### src/rtl/wdt_pkg.sv
package wdt_pkg;

   localparam int unsigned ADDR_W = 2;

   localparam logic [ADDR_W-1:0] ADR_CTRL  = 2'd0;
   localparam logic [ADDR_W-1:0] ADR_COUNT = 2'd1;
   localparam logic [ADDR_W-1:0] ADR_RSTC  = 2'd2;

   typedef struct packed {
      logic       iflag;
      logic       wd_mode;
      logic       run;
      logic [2:0] cks;
   } ctrl_t;

   localparam ctrl_t CTRL_IDLE = '{iflag: 1'b0, wd_mode: 1'b0, run: 1'b0, cks: 3'd0};

endpackage

### src/rtl/wdt_keydec.sv
module wdt_keydec
   import wdt_pkg::*;
#(
   parameter int unsigned      REG_W   = 8,
   parameter logic [REG_W-1:0] KEY_CNT = 8'h5A,
   parameter logic [REG_W-1:0] KEY_CTL = 8'hA5
) (
   input  logic                  we,
   input  logic                  word,
   input  logic [ADDR_W-1:0]     addr,
   input  logic [2*REG_W-1:0]    wdata,
   output logic                  ld_cnt,
   output logic                  ld_ctrl,
   output logic                  ld_cfg,
   output logic                  clr_cmd
);

   logic [REG_W-1:0] key;
   logic             wok;

   assign key = wdata[2*REG_W-1:REG_W];
   assign wok = we & word;

   always_comb begin
      ld_cnt  = wok && (addr == ADR_CTRL) && (key == KEY_CNT);
      ld_ctrl = wok && (addr == ADR_CTRL) && (key == KEY_CTL);
      ld_cfg  = wok && (addr == ADR_RSTC) && (key == KEY_CNT);
      clr_cmd = wok && (addr == ADR_RSTC) && (key == KEY_CTL) && !wdata[REG_W-1];
   end

endmodule

### src/rtl/wdt_prescaler.sv
module wdt_prescaler #(
   parameter int unsigned SEL_W    = 3,
   parameter int unsigned TAP_STEP = 2
) (
   input  logic             clk,
   input  logic             rst_n,
   input  logic             run,
   input  logic [SEL_W-1:0] sel,
   output logic             tick
);

   localparam int unsigned NTAP  = 1 << SEL_W;
   localparam int unsigned DIV_W = (NTAP - 1) * TAP_STEP;

   if (TAP_STEP < 1 || DIV_W > 63) begin : g_bad_cfg
      $error("wdt_prescaler: TAP_STEP out of range");
   end

   logic [DIV_W-1:0] div_q;
   logic [NTAP-1:0]  tap_hit;

   always_ff @(posedge clk or negedge rst_n) begin
      if (!rst_n)   div_q <= '0;
      else if (!run) div_q <= '0;
      else          div_q <= div_q + 1'b1;
   end

   for (genvar t = 0; t < NTAP; t++) begin : g_tap
      localparam logic [DIV_W-1:0] TMASK = DIV_W'((64'd1 << (t * TAP_STEP)) - 64'd1);
      if (t == 0) begin : g_every
         assign tap_hit[t] = 1'b1;
      end else begin : g_div
         assign tap_hit[t] = &(div_q | ~TMASK);
      end
   end

   assign tick = run & tap_hit[sel];

   // No tap other than select 0 may fire on two adjacent cycles.
   AST_TAP_SPACING: assert property (@(posedge clk) disable iff (!rst_n)
      ($past(tick) && $past(run) && run && $stable(sel) && sel != '0) |-> !tick);

endmodule

### src/rtl/wdt_rstctl.sv
module wdt_rstctl (
   input  logic clk,
   input  logic rst_n,
   input  logic rd_stb,
   input  logic ld_cfg,
   input  logic cfg_en,
   input  logic cfg_sel,
   input  logic clr_cmd,
   input  logic wd_ovf,
   output logic wovf,
   output logic en,
   output logic sel,
   output logic rst_req,
   output logic rst_type
);

   logic armed;

   always_ff @(posedge clk or negedge rst_n) begin
      if (!rst_n) begin
         wovf     <= 1'b0;
         armed    <= 1'b0;
         en       <= 1'b0;
         sel      <= 1'b0;
         rst_req  <= 1'b0;
         rst_type <= 1'b0;
      end else begin
         rst_req <= wd_ovf & en;
         if (wd_ovf && en) rst_type <= sel;
         if (ld_cfg) begin
            en  <= cfg_en;
            sel <= cfg_sel;
         end
         if (wd_ovf) begin
            wovf  <= 1'b1;
            armed <= 1'b0;
         end else if (clr_cmd && armed) begin
            wovf  <= 1'b0;
            armed <= 1'b0;
         end else if (rd_stb && wovf) begin
            armed <= 1'b1;
         end
      end
   end

   AST_REQ_NEEDS_EN: assert property (@(posedge clk) disable iff (!rst_n)
      rst_req |-> $past(en));

   AST_REQ_ONE_CYCLE: assert property (@(posedge clk) disable iff (!rst_n)
      rst_req |=> !rst_req);

   AST_FLAG_CLR_KEYED: assert property (@(posedge clk) disable iff (!rst_n)
      $fell(wovf) |-> $past(clr_cmd));

endmodule

### src/rtl/wdt_keyed_top.sv
module wdt_keyed_top
   import wdt_pkg::*;
#(
   parameter int unsigned      REG_W    = 8,
   parameter int unsigned      SEL_W    = 3,
   parameter int unsigned      TAP_STEP = 2,
   parameter logic [REG_W-1:0] KEY_CNT  = 8'h5A,
   parameter logic [REG_W-1:0] KEY_CTL  = 8'hA5
) (
   input  logic              clk,
   input  logic              rst_n,
   input  logic [1:0]        bus_addr,
   input  logic [15:0]       bus_wdata,
   input  logic              bus_word,
   input  logic              bus_we,
   input  logic              bus_re,
   output logic [7:0]        bus_rdata,
   output logic              irq_o,
   output logic              rst_req_o,
   output logic              rst_type_o
);

   if (REG_W != 8 || SEL_W != 3) begin : g_bad_cfg
      $error("wdt_keyed_top: register layout needs REG_W=8 and SEL_W=3");
   end

   localparam logic [REG_W-1:0] CNT_TOP = '1;

   logic             ld_cnt, ld_ctrl, ld_cfg, clr_cmd;
   logic             tick, ovf, wd_ovf;
   logic             wovf, r_en, r_sel;
   logic [REG_W-1:0] cnt_q;
   logic [REG_W-1:0] wlow;
   ctrl_t            ctrl_q;
   logic             irq_q;

   assign wlow = bus_wdata[REG_W-1:0];

   wdt_keydec #(.REG_W(REG_W), .KEY_CNT(KEY_CNT), .KEY_CTL(KEY_CTL)) u_keydec (
      .we      (bus_we),
      .word    (bus_word),
      .addr    (bus_addr),
      .wdata   (bus_wdata),
      .ld_cnt  (ld_cnt),
      .ld_ctrl (ld_ctrl),
      .ld_cfg  (ld_cfg),
      .clr_cmd (clr_cmd)
   );

   wdt_prescaler #(.SEL_W(SEL_W), .TAP_STEP(TAP_STEP)) u_presc (
      .clk   (clk),
      .rst_n (rst_n),
      .run   (ctrl_q.run),
      .sel   (ctrl_q.cks),
      .tick  (tick)
   );

   assign ovf    = tick && (cnt_q == CNT_TOP);
   assign wd_ovf = ovf && ctrl_q.wd_mode;

   always_ff @(posedge clk or negedge rst_n) begin
      if (!rst_n) begin
         cnt_q  <= '0;
         ctrl_q <= CTRL_IDLE;
         irq_q  <= 1'b0;
      end else begin
         irq_q <= 1'b0;
         if (wd_ovf) begin
            cnt_q  <= '0;
            ctrl_q <= CTRL_IDLE;
         end else begin
            if (ld_cnt)    cnt_q <= wlow;
            else if (tick) cnt_q <= cnt_q + 1'b1;
            if (ld_ctrl) begin
               ctrl_q.wd_mode <= wlow[6];
               ctrl_q.run     <= wlow[5];
               ctrl_q.cks     <= wlow[2:0];
               if (!wlow[7]) ctrl_q.iflag <= 1'b0;
            end
            if (ovf) begin
               ctrl_q.iflag <= 1'b1;
               irq_q        <= 1'b1;
            end
         end
      end
   end

   wdt_rstctl u_rstctl (
      .clk      (clk),
      .rst_n    (rst_n),
      .rd_stb   (bus_re && (bus_addr == ADR_RSTC)),
      .ld_cfg   (ld_cfg),
      .cfg_en   (wlow[6]),
      .cfg_sel  (wlow[5]),
      .clr_cmd  (clr_cmd),
      .wd_ovf   (wd_ovf),
      .wovf     (wovf),
      .en       (r_en),
      .sel      (r_sel),
      .rst_req  (rst_req_o),
      .rst_type (rst_type_o)
   );

   always_comb begin
      unique case (bus_addr)
         ADR_CTRL:  bus_rdata = {ctrl_q.iflag, ctrl_q.wd_mode, ctrl_q.run, 2'b11, ctrl_q.cks};
         ADR_COUNT: bus_rdata = cnt_q;
         ADR_RSTC:  bus_rdata = {wovf, r_en, r_sel, 5'b11111};
         default:   bus_rdata = '0;
      endcase
   end

   assign irq_o = irq_q;

   AST_IRQ_ONE_CYCLE: assert property (@(posedge clk) disable iff (!rst_n)
      irq_o |=> !irq_o);

   AST_IRQ_NOT_WD: assert property (@(posedge clk) disable iff (!rst_n)
      irq_o |-> !$past(ctrl_q.wd_mode));

   AST_BYTE_NO_LOAD: assert property (@(posedge clk) disable iff (!rst_n)
      $past(bus_we && !bus_word && !tick) |-> cnt_q == $past(cnt_q));

   AST_WOVF_WD_ONLY: assert property (@(posedge clk) disable iff (!rst_n)
      $rose(wovf) |-> $past(ctrl_q.wd_mode));

   AST_WD_WRAP_IDLE: assert property (@(posedge clk) disable iff (!rst_n)
      $rose(wovf) |-> (cnt_q == '0 && !ctrl_q.run));

endmodule

### config.mk
export PLATFORM = sky130hd
export DESIGN_NAME = wdt_keyed_top
export DESIGN_NICKNAME = d
export VERILOG_FILES = /design/src/rtl/wdt_pkg.sv /design/src/rtl/wdt_keydec.sv /design/src/rtl/wdt_prescaler.sv /design/src/rtl/wdt_rstctl.sv /design/src/rtl/wdt_keyed_top.sv
export SDC_FILE = /design/constraint.sdc
export NUM_CORES = 1
export LEC_CHECK = 0
export CAP_MARGIN = 20
export CORE_ASPECT_RATIO = 0.75
export CORE_MARGIN = 8
export CORE_UTILIZATION = 35
export DETAILED_ROUTE_END_ITERATION = 16
export GPL_TIMING_DRIVEN = 0
export PLACE_DENSITY = 0.6
export SYNTH_ARGS = -nofsm -noshare
export SYNTH_HDL_FRONTEND = slang
export SYNTH_SLANG_ARGS = --single-unit
### constraint.sdc
create_clock -name clk -period 2.41 [get_ports clk]
set_input_delay 0.723 -clock clk [delete_from_list [all_inputs] [get_ports clk]]
set_output_delay 0.723 -clock clk [all_outputs]
set_load 0.02 [all_outputs]
# --- Word-level counts from Yosys, hierarchy flattened ---
# Cells that the tools add are included.
op_classes:
  n_eq_ne: 6
  n_reduce_logical: 28
  mux: 18
  add_sub_neg: 2
  bitwise_logic: 3
  magnitude_cmp: 1
op_table:
  columns: ["operator", "count"]
  rows:
  - ["$mux 8", 3]
  - ["$pmux 8 s3", 1]
  - ["$eq 8x8->1 const B", 2]
  - ["$add 14x1->14 const B", 1]
  - ["$mux 14", 1]
  - ["$reduce_and 14->1", 1]
  - ["$logic_and 1x1->1", 13]
  - ["$mux 6", 2]
  - ["$reduce_and 12->1", 1]
  - ["$mux 1", 10]
  - ["$reduce_and 10->1", 1]
  - ["$reduce_bool 3->1", 3]
  - ["$add 8x1->8 const B", 1]
  - ["$eq 8x7->1 const B", 1]
  - ["$reduce_and 8->1", 1]
  - ["$reduce_and 6->1", 1]
  - ["$lt 3x4->1 const B", 1]
  - ["$reduce_and 2->1", 2]
  - ["$reduce_and 4->1", 1]
  - ["$reduce_bool 2->1", 2]
  - ["$and 1x1->1", 3]
  - ["$bmux 1 s3", 1]
  - ["$ne 3x1->1 const B", 1]
  - ["$eq 2x1->1 const B", 1]
  - ["3 further kinds", 3]
word_totals:
  input_bits: 23
  register_bits: 35
  out_inout_bits: 11
  elab_cells: 71

# --- Logic depth before layout (Yosys ltp) ---
# Gate-level depths: netlist (run 1).
logic_depth:
  ltp_word: 8
  mapped_depth: 7
  mapped_depth_nobuf: 7

# --- Cells and area by module ---
# From an unflattened synthesis (run 1), not the netlist that was laid out.
hier_totals:
  hier_cells: 203
  area_unflattened_um2: 1990.7
by_module_without_submodules:
  columns: ["mod", "cells_each", "instances", "seq_area_each_um2", "area_per_inst_um2"]
  rows:
  - ["wdt_keyed_top", 101, 1, 375.4, 927.1]
  - ["wdt_prescaler", 77, 1, 350.3, 743.2]
  - ["wdt_rstctl", 15, 1, 150.1, 227.7]
  - ["wdt_keydec", 10, 1, 0.0, 92.6]

# --- Worst setup path after synthesis (run 1) ---
# Ideal clock, no wire load.
synth_timing:
  kind: "input to output"
  startpoint: "in bus_addr[0]"
  endpoint: "out bus_rdata[5]"
  slack_ps: 95
  stages: 3
  path_buffers: 1
  t_arrival_ps: 1592
  t_required_ps: 1687
  path_cell_list: "clkbuf_1 mux2i_1 o21ai_0"
synth_between:
  elab_chain_cells: 2
  elab_cells_between_ends: 4
  classes_between: "eq/ne (2); mux (1); reduce/logical (1)"
synth_rtl:
  columns: ["element", "line_no", "text"]
  rows:
  - ["from (decl)", "wdt_keyed_top.sv:12", "input logic [1:0] bus_addr,"]
  - ["$eq 2x2->1, or another cell as far along", "wdt_keyed_top.sv:105", "unique case (bus_addr)"]
  - ["$pmux 8 s3 *", "wdt_keyed_top.sv:105", null]
  - ["to (decl)", "wdt_keyed_top.sv:17", "output logic [7:0] bus_rdata,"]
# Every way passes the cells marked *; elsewhere a longest branch is shown, timed or not.

# --- Worst setup path in the final report (run 1) ---
layout_timing:
  startpoint: "in bus_addr[0]"
  endpoint: "out bus_rdata[1]"
# The elaborated chain is that of the path after synthesis.

==> metrics.csv, run 1 <==
metric,value,unit
cp-start-kind,input port,
synth_top_area_frac,0.442,
firstDrtPassIters,4,
swShare,0.258,
critical_path_arrival,1660,ps
dp_hpwl,3570,µm
gr-total-overflow,0,
synth-seq-cells,35,
die_y,81.2,µm
min_path_type,reg -> reg,
wl_per_cell,15.1,µm
maxCapViolCount,0,
clk_latency,290,ps
drtAntennaViolNets,0,
synth-seq-area-share,0.442,
grtUsageTotal,0.125,
power_frac_comb,0.139,
pwr_density_cell,476,mW/mm²
worstMarginPinSlew,810,ps
core_area,0.00541,mm²
synthMuxAreaShare,0.0574,
yosys_warnings,0,
wl,4830,µm
fin_nets,268,
critPathMaxFanout,8,
synth_nets,226,
viasPerCell,4.99,
yosysMostFrequentCell,dfrtp_1,
status,"finished, final reports clean",
cts_tree,yes,
synth_ff_type,dfrtp_1,
cts_root_buf,clkbuf_8,
grt_start_max_net_pins,36,
antenna_found_initial,0,
drtIter0Drc,119,
synth_top_family_by_area,simple AND/OR/NAND/NOR gates,
cp.required,1690,ps
synth_area_leader_cell,dfrtp_1,
syn-mean-instance-area,9.87,µm²
synthSimpleGateAreaFrac,0.277,
setup_viol,0,
num_rows,23,
postPlaceCellArea,0.00240,mm²
fill_cells,546,
synth_cells,201,
place_congestion,0.782,
ys_top_cells_by_area,"dfrtp_1 44%, xnor2_1 5.3%, nor2_1 4.4%, mux2i_1 4.0%, and2_1 3.5%",
critical_path_class,in -> out,
grt_pass1_wl,8060,µm
synth_edf_count,0,
peakVddDrop,216,µV
drive_gt1_frac,0.143,
start_util,0.367,
areaGrowthSynthToFinish,27.3,%
clk_path_buf_depth,2,
insertedDiodeCount,0,
fmax,419,MHz
p_sw,0.000310,W
timing.final.crit_share,0.989,
hold_viol,0,
port_buffers,33,
fin_skew,3.55,ps
rsz0062_at_grt,no,
dieArea,0.00836,mm²
p_clk_frac,0.339,
vias,1591,
drv_slew,0,
synth-xor-area-share,0.0707,
synth.distinct_cells,48,
synthTopCellsByCount,"35 x dfrtp_1, 23 x nor2_1, 12 x nand2_1, 12 x o21ai_0, 12 x xnor2_1",
pwr-share-seq,0.522,
clkSlewWorstSetupHoldPaths,70,ps
synth_fa_ha_area_frac,0.0126,
ios,34,
power,0.00120,W
critPathCaptureType,output pin,
design_area,0.00252,mm²
p_int,0.000892,W
grt_pass1_vias,1636,
leakagePower,1.12,nW
cts_max_level,2,
synthArstFlopShare,1.00,
hold_buffers,0,
drc,0,
slew_headroom,0.460,
clock-sinks,35,
numCtsBuffers,5,
synth-compound-area-share,0.114,
dieWidth,103,µm
finalCriticalPeriod,2380,ps
syn_area,0.00198,mm²
## sequential cells by signal, summed over array words and instances (netlist names)
| register | count |
|---|---|
| u_presc.div_q | 14 |
| irq_o | 1 |
| u_rstctl.en | 1 |
| u_rstctl.wovf | 1 |
| u_rstctl.rst_req | 1 |
| u_rstctl.armed | 1 |
| cnt_q | 8 |
| u_rstctl.sel | 1 |
| ctrl_q | 6 |
| u_rstctl.rst_type | 1 |
## stage by stage
step | utilization | setup WS [ps] | hold WS, ps | setup TNS (ps) | instances
final | 0.466 | 25.6 | 490 | 0 | 319
after global routing | 0.466 | 3.28 | 517 | 0 | 319
after floorplan | - | 95.2 | 427 | 0 | 201
after global placement | 0.445 | -1020 | 467 | -18820 | 309
after detailed placement | 0.444 | -1030 | 479 | -10170 | 309
after CTS | 0.462 | 27.6 | 493 | 0 | 319
## power by group through the flow
stage | Combinational [W] | Sequential, W | Clock (W)
2_1_floorplan | 0.0000829 | 0.000631 | 0
3_3_place_gp | 0.000168 | 0.000638 | 0
3_5_place_dp | 0.000167 | 0.000638 | 0
4_1_cts | 0.000166 | 0.000627 | 0.000425
5_1_grt | 0.000185 | 0.000629 | 0.000445
6_report | 0.000167 | 0.000627 | 0.000408
## critical path, stage by stage
cell,delay [ps]
dlygate4sd2_1,260
buf_8,150
buf_4,140
o21ai_0,190
buf_2,200
## layout by cell type (no fill, tap or decap), types with 3 or more instances in the layout
| cell | instances |
|---|---|
| nor2b_1 | 6 |
| xnor2_1 | 12 |
| mux2i_1 | 8 |
| nand3b_1 | 3 |
| nand4_1 | 6 |
| a211oi_1 | 3 |
| nand2_1 | 12 |
| o21ai_0 | 10 |
| inv_1 | 7 |
| nand3_1 | 5 |
| xor2_1 | 4 |
| buf_2 | 5 |
| nor2_1 | 23 |
| dfrtp_1 | 35 |
| dlygate4sd2_1 | 3 |
| clkbuf_1 | 5 |
| clkdlybuf4s50_1 | 22 |
| and3_1 | 3 |
| nand4bb_1 | 3 |
| clkbuf_8 | 5 |
| and2_1 | 11 |
| buf_4 | 7 |
## final cells by class
| cell class | instances | area [µm²] | area share |
|---|---|---|---|
| inverters | 7 | 26.3 | 0.0104 |
| multi-input cells | 152 | 1080 | 0.430 |
| plain buffers | 5 | 31.3 | 0.0124 |
| clock buffers | 7 | 76.3 | 0.0302 |
| flip-flops and latches | 35 | 876 | 0.347 |
| repair buffers | 37 | 330 | 0.131 |
| clock inverters | 1 | 5.00 | 0.00198 |
| well taps | 75 | 93.8 | 0.0372 |
## logic make-up (layout without fill, tap and decap cells)
logic type,Yosys count,after routing
AND/OR/NAND/NOR,92,92
buffers and inverters,14,57
XOR/XNOR,16,16
adder cells (fa/ha/maj),2,2
multiplexers,11,11
AO/OA/AOI/OAI,31,31
flip-flops,35,35
## routing by layer
layer	share of wire	global-route usage
met4	0.013	0.0432
met3	0.076	0.0410
met1	0.49	0.171
met5	0	0
met2	0.42	0.180
## path summary, 6_finish.rpt
kind                                                  to  cells after the start                     startpoint  slack [ps]
setup / recovery                            bus_rdata[1]                      5                    bus_addr[0]          30
hold / removal             u_rstctl.rst_type$_DFFE_PN0P_                      1  u_rstctl.rst_type$_DFFE_PN0P_         490
max in group asynchronous          ctrl_q[1]$_DFFE_PN0P_                      1                          rst_n        1370
setup reg to reg           u_rstctl.rst_type$_DFFE_PN0P_                      7     u_presc.div_q[0]$_DFF_PN0_         180
hold reg to reg            u_rstctl.rst_type$_DFFE_PN0P_                      1  u_rstctl.rst_type$_DFFE_PN0P_         490
min in group asynchronous     u_rstctl.armed$_DFFE_PN0P_                      1                          rst_n         530
## timing repair
item                                    CTS  global route
endpoints found under the setup margin   14             5
hold endpoints to repair                  0             0
gates resized for setup                  47             5
setup buffers                             3             1
pin swaps                                 1             1
Note: power is estimated with default switching activity, not from simulation.
==> run 2: changes to the inputs <==
--- a/config.mk
+++ b/config.mk
@@ -5,13 +5,14 @@
 export SDC_FILE = /design/constraint.sdc
 export NUM_CORES = 1
 export LEC_CHECK = 0
+export ABC_AREA = 1
 export CAP_MARGIN = 20
 export CORE_ASPECT_RATIO = 0.75
 export CORE_MARGIN = 8
 export CORE_UTILIZATION = 35
 export DETAILED_ROUTE_END_ITERATION = 16
 export GPL_TIMING_DRIVEN = 0
-export PLACE_DENSITY = 0.6
+export PLACE_DENSITY = 0.59
 export SYNTH_ARGS = -nofsm -noshare
 export SYNTH_HDL_FRONTEND = slang
 export SYNTH_SLANG_ARGS = --single-unit
==> run 2 against run 1 <==
Against the previous run:
- sequential share of layout area decreased by 0.41 points
- fmax up 7.5%
- critical path depth decreased by 1
- area after synthesis grew 2.3%
- sequential power down 4.3%
- clock skew up 0.78 ps
- critical endpoint is now bus_rdata[5]
==> metrics.csv, run 2 <==
metric,value,unit
status,"finished, final reports clean",
cts_max_level,2,
final_cell_mix,"49 x nand2_1, 35 x dfrtp_1, 27 x inv_1",
peakVddDrop,193,µV
num_rows,24,
areaGrowthSynthToFinish,25.9,%
critPathMaxFanout,9,
drtAntennaViolNets,0,
firstDrtPassIters,4,
design_area,0.00255,mm²
fin_skew,4.33,ps
grt_pass1_wl,8870,µm
top_regs,"u_presc.div_q (14), cnt_q (8), ctrl_q (6)",
tns,0,ps
synth_top_area_frac,0.432,
die_y,81.9,µm
synthArstFlopShare,1.00,
cts_tree,yes,
ios,34,
place_congestion,0.858,
synth-seq-area-share,0.432,
cp-start-kind,flip-flop,
hold_buffers,0,
syn-mean-instance-area,7.86,µm²
timing.final.crit_share,0.920,
leakagePower,1.10,nW
dieWidth,104,µm
viasPerCell,4.79,
port_buffers,33,
drv_slew,0,
antenna_found_initial,0,
gr-total-overflow,0,
rsz0062_at_grt,no,
dieArea,0.00851,mm²
drtIter0Drc,126,
hold_viol,0,
clk_latency,290,ps
critical_path_class,reg -> out,
dp_hpwl,4010,µm
drive_gt1_frac,0.177,
synth_area_leader_cell,dfrtp_1,
clk_path_buf_depth,2,
worstMarginPinSlew,789,ps
slew_headroom,0.474,
core_area,0.00571,mm²
top_register,u_presc.div_q,
start_util,0.355,
postPlaceCellArea,0.00245,mm²
pwr_density_cell,463,mW/mm²
yosysMostFrequentCell,nand2_1,
drc,0,
synth-seq-cells,35,
wl_per_cell,13.5,µm
synth_edf_count,0,
synth_nets,283,
synth_cells,258,
ys_top_cells_by_area,"dfrtp_1 43%, nand2_1 9.3%, nand3_1 5.7%, inv_1 5.2%, o21ai_0 4.7%",
fmax,451,MHz
grt_start_max_net_pins,36,
cp.required,1690,ps
synthTopCellsByCount,"50 x nand2_1, 35 x dfrtp_1, 28 x inv_1",
final_util,0.448,
critPathCaptureType,output pin,
setup_viol,0,
synth.distinct_cells,34,
numCtsBuffers,5,
maxCapViolCount,0,
largest_reg_flops,14,
critical_path_arrival,1500,ps
mostFrequentLayoutCell,nand2_1,
min_path_type,reg -> reg,
finalCriticalPeriod,2220,ps
grtUsageTotal,0.131,
grt_pass1_vias,1865,
cts_root_buf,clkbuf_8,
fin_nets,324,
synth_ff_type,dfrtp_1,
insertedDiodeCount,0,
clock-sinks,35,
clkSlewWorstSetupHoldPaths,70,ps
vias,1809,
syn_area,0.00203,mm²
wl,5090,µm
yosys_warnings,0,
## run 2: changes by cell type after synthesis, moves of 10 or more
cell     delta
and2_1     -11
a21oi_1    +10
nand2_1    +38
inv_1      +21
xnor2_1    -12
inv_2      +12
nand3_1    +18
o21ai_1    +11
## run 2: worst paths after layout
| kind | to | depth (start not counted) | slack (ps) | start |
|---|---|---|---|---|
| min reg2reg | u_presc.div_q[0]$_DFF_PN0_ | 1 | 460 | u_presc.div_q[0]$_DFF_PN0_ |
| max in group asynchronous | u_rstctl.armed$_DFFE_PN0P_ | 1 | 1390 | rst_n |
| min | u_presc.div_q[0]$_DFF_PN0_ | 1 | 460 | u_presc.div_q[0]$_DFF_PN0_ |
| max | bus_rdata[5] | 4 | 190 | ctrl_q[3]$_DFFE_PN0P_ |
| min in group asynchronous | cnt_q[3]$_DFFE_PN0P_ | 1 | 510 | rst_n |
| max reg2reg | cnt_q[7]$_DFFE_PN0P_ | 11 | 530 | u_presc.div_q[0]$_DFF_PN0_ |
## run 2: repair_timing
item | 4_1_cts | 5_1_grt
buffers inserted | 1 | 0
gates resized for setup | 35 | 12
pin swaps | 1 | 0
setup endpoints to repair | 8 | 6
## run 2: routing by layer
layer / up-vias / part of all wire / wire, µm / global-route usage
li1: 936 / - / - / -
met1: 821 / 0.52 / 2660 / 0.183
met2: 50 / 0.40 / 2060 / 0.192
met3: 2 / 0.068 / 346 / 0.0321
met4: 0 / 0.0041 / 21 / 0.0475
met5: - / 0 / 0 / 0
## run 2: cells by family after synthesis
kind of cell	share of synthesized area
flip-flops	0.432
XOR/XNOR	0.0259
adder cells (fa/ha/maj)	0.0123
AND/OR/NAND/NOR	0.287
buffers and inverters	0.0888
AO/OA/AOI/OAI	0.154
## run 2: metrics by stage
stage	instances	hold slack (ps)	total power [W]	setup WS [ps]
after CTS	378	470	0.00119	14.1
after global routing	378	507	0.00124	18.4
after detailed placement	369	460	0.000724	-852
after global placement	369	451	0.000724	-845
final	378	464	0.00118	192
after floorplan	258	427	0.000649	321
## run 2: cell type report
type / instances / area [µm²]
multi-input cells: 179 / 1000
flip-flops and latches: 35 / 876
plain buffers: 3 / 26.3
well taps: 78 / 97.6
fillers: 596 / 3150
clock buffers: 8 / 100
inverters: 41 / 154
repair buffers: 34 / 298
## run 2: critical path: stages, from the launching register on
cell and delay (ps):
dfrtp_1 330, clkbuf_1 320, inv_2 200, o221ai_2 190, buf_4 170
## run 2: where the power goes
group / total (W) / switching (W) / internal (W)
logic: 0.000110 / 0.0000588 / 0.0000513
registers: 0.000600 / 0.00000762 / 0.000592
clock network: 0.000472 / 0.000211 / 0.000261
total: 0.00118 / 0.000277 / 0.000904
==> run 3: changes to the inputs <==
--- a/config.mk
+++ b/config.mk
@@ -12,7 +12,7 @@
 export CORE_UTILIZATION = 35
 export DETAILED_ROUTE_END_ITERATION = 16
 export GPL_TIMING_DRIVEN = 0
-export PLACE_DENSITY = 0.59
 export SYNTH_ARGS = -nofsm -noshare
 export SYNTH_HDL_FRONTEND = slang
 export SYNTH_SLANG_ARGS = --single-unit
+export TNS_END_PERCENT = 100
==> run 3 against run 2 <==
Against the previous run:
- global-route usage decreased by 0.20 points
- total power shrank 5.1%
- combinational power about the same
- utilization is 0.15 points lower
- critical path depth increased by 1
==> metrics.csv, run 3 (same netlist as run 2, synthesis figures left out) <==
metric,value,unit
areaGrowthSynthToFinish,25.5,%
grtUsageTotal,0.129,
start_util,0.355,
gr-total-overflow,0,
post-cts-setup-buffer-count,0,
grt_pass1_wl,8890,µm
hold_buffers,0,
numCtsBuffers,5,
p_sw,0.000274,W
final_util,0.446,
clkSlewWorstSetupHoldPaths,60,ps
clock-sinks,35,
top_register,u_presc.div_q,
p_int,0.000847,W
top_regs,"u_presc.div_q (14), cnt_q (8), ctrl_q (6)",
clk_path_buf_depth,2,
cts_max_level,2,
hold_depth,1,
pwr_density_cell,441,mW/mm²
pwr-share-seq,0.535,
cts_tree,yes,
die_y,81.9,µm
tns,0,ps
grt_start_max_net_pins,36,
dieArea,0.00851,mm²
cp-start-kind,input port,
rr_endpoint,cnt_q[7]$_DFFE_PN0P_,
power_frac_comb,0.099,
fin_skew,6.46,ps
ios,34,
insertedDiodeCount,0,
viasPerCell,4.89,
cts_root_buf,clkbuf_8,
wl_per_cell,13.5,µm
timing.final.crit_share,0.949,
maxCapViolCount,0,
r2r-start,cnt_q[0]$_DFFE_PN0P_,
critical_path_class,in -> out,
fill_cells,581,
wl,5100,µm
peakVddDrop,178,µV
firstDrtPassIters,4,
fmax,437,MHz
drc,0,
drtIter0Drc,118,
worstMarginPinSlew,782,ps
min-delay-start,u_presc.div_q[0]$_DFF_PN0_,
hold_path_end,u_presc.div_q[0]$_DFF_PN0_,
clk_latency,290,ps
min_path_type,reg -> reg,
r2r_cells,9,
drv_slew,0,
port_buffers,33,
status,"finished, final reports clean",
hold_viol,0,
critical_path_arrival,1560,ps
critPathMaxFanout,4,
cp.required,1690,ps
slew_headroom,0.479,
power,0.00112,W
dp_hpwl,4010,µm
setup_viol,0,
core_area,0.00571,mm²
largest_reg_flops,14,
grt_pass1_vias,1768,
drtAntennaViolNets,0,
leakagePower,1.09,nW
holdWs,465,ps
fin_nets,323,
swShare,0.244,
place_congestion,0.831,
critPathCaptureType,output pin,
num_rows,24,
final_cell_mix,"49 x nand2_1, 35 x dfrtp_1, 27 x inv_1",
finalCriticalPeriod,2290,ps
drive_gt1_frac,0.171,
vias,1842,
r2r_setup_slack,530,ps
p_clk_frac,0.366,
antenna_found_initial,0,
rsz0062_at_grt,no,
mostFrequentLayoutCell,nand2_1,
dieWidth,104,µm
==> run 3: critical path, cell delays in order <==
cell	delay, ps
clkdlybuf4s15_1	230
inv_2	120
nand2_1	50
a22oi_1	150
clkdlybuf4s15_2	290
==> run 3: metal layers <==
metal / share of wire / up-vias / GRT usage
li1: - / 934 / -
met4: 0.013 / 0 / 0.0403
met1: 0.53 / 851 / 0.187
met5: 0 / - / 0
met3: 0.058 / 7 / 0.0290
met2: 0.40 / 50 / 0.186
==> run 3: power by group through the flow <==
stage | logic (W) | registers [W] | clock network (W)
2_1_floorplan | 0.0000412 | 0.000608 | 0
3_3_place_gp | 0.000113 | 0.000611 | 0
3_5_place_dp | 0.000113 | 0.000611 | 0
4_1_cts | 0.000113 | 0.000600 | 0.000416
5_1_grt | 0.000126 | 0.000600 | 0.000451
6_report | 0.000111 | 0.000600 | 0.000411
==> run 3: timing repair <==
action,in CTS,in global routing
resized for setup,43,4
pin swaps,0,1
endpoints found under the hold margin,0,0
setup endpoints to repair,8,11
==> run 3: cell type report <==
| type | count | area (µm²) | area share |
|---|---|---|---|
| plain buffers | 3 | 26.3 | 0.0103 |
| clock buffers | 7 | 76.3 | 0.0300 |
| clock inverters | 1 | 5.00 | 0.00197 |
| inverters | 41 | 154 | 0.0605 |
| multi-input cells | 179 | 1000 | 0.394 |
| flip-flops and latches | 35 | 876 | 0.344 |
| well taps | 78 | 97.6 | 0.0383 |
| repair buffers | 33 | 307 | 0.120 |
==> run 3: how the worst max path moves through the flow <==
stage	from	endpoint	slack (ps)
after floorplan	bus_addr[1]	bus_rdata[1]	320
after global placement	bus_addr[1]	bus_rdata[7]	-860
after detailed placement	bus_addr[1]	bus_rdata[7]	-800
after CTS	bus_addr[0]	bus_rdata[2]	40
after global routing	bus_addr[1]	bus_rdata[2]	20
final	bus_addr[1]	bus_rdata[0]	120
==> run 3: per-stage QoR <==
| stage | area, µm² | setup WS (ps) | std cells |
|---|---|---|---|
| 2_1_floorplan | 2030 | 321 | 258 |
| 3_3_place_gp | 2460 | -855 | 369 |
| 3_5_place_dp | 2450 | -799 | 369 |
| 4_1_cts | 2540 | 40.0 | 377 |
| 5_1_grt | 2540 | 16.7 | 377 |
| 6_report | 2540 | 122 | 377 |
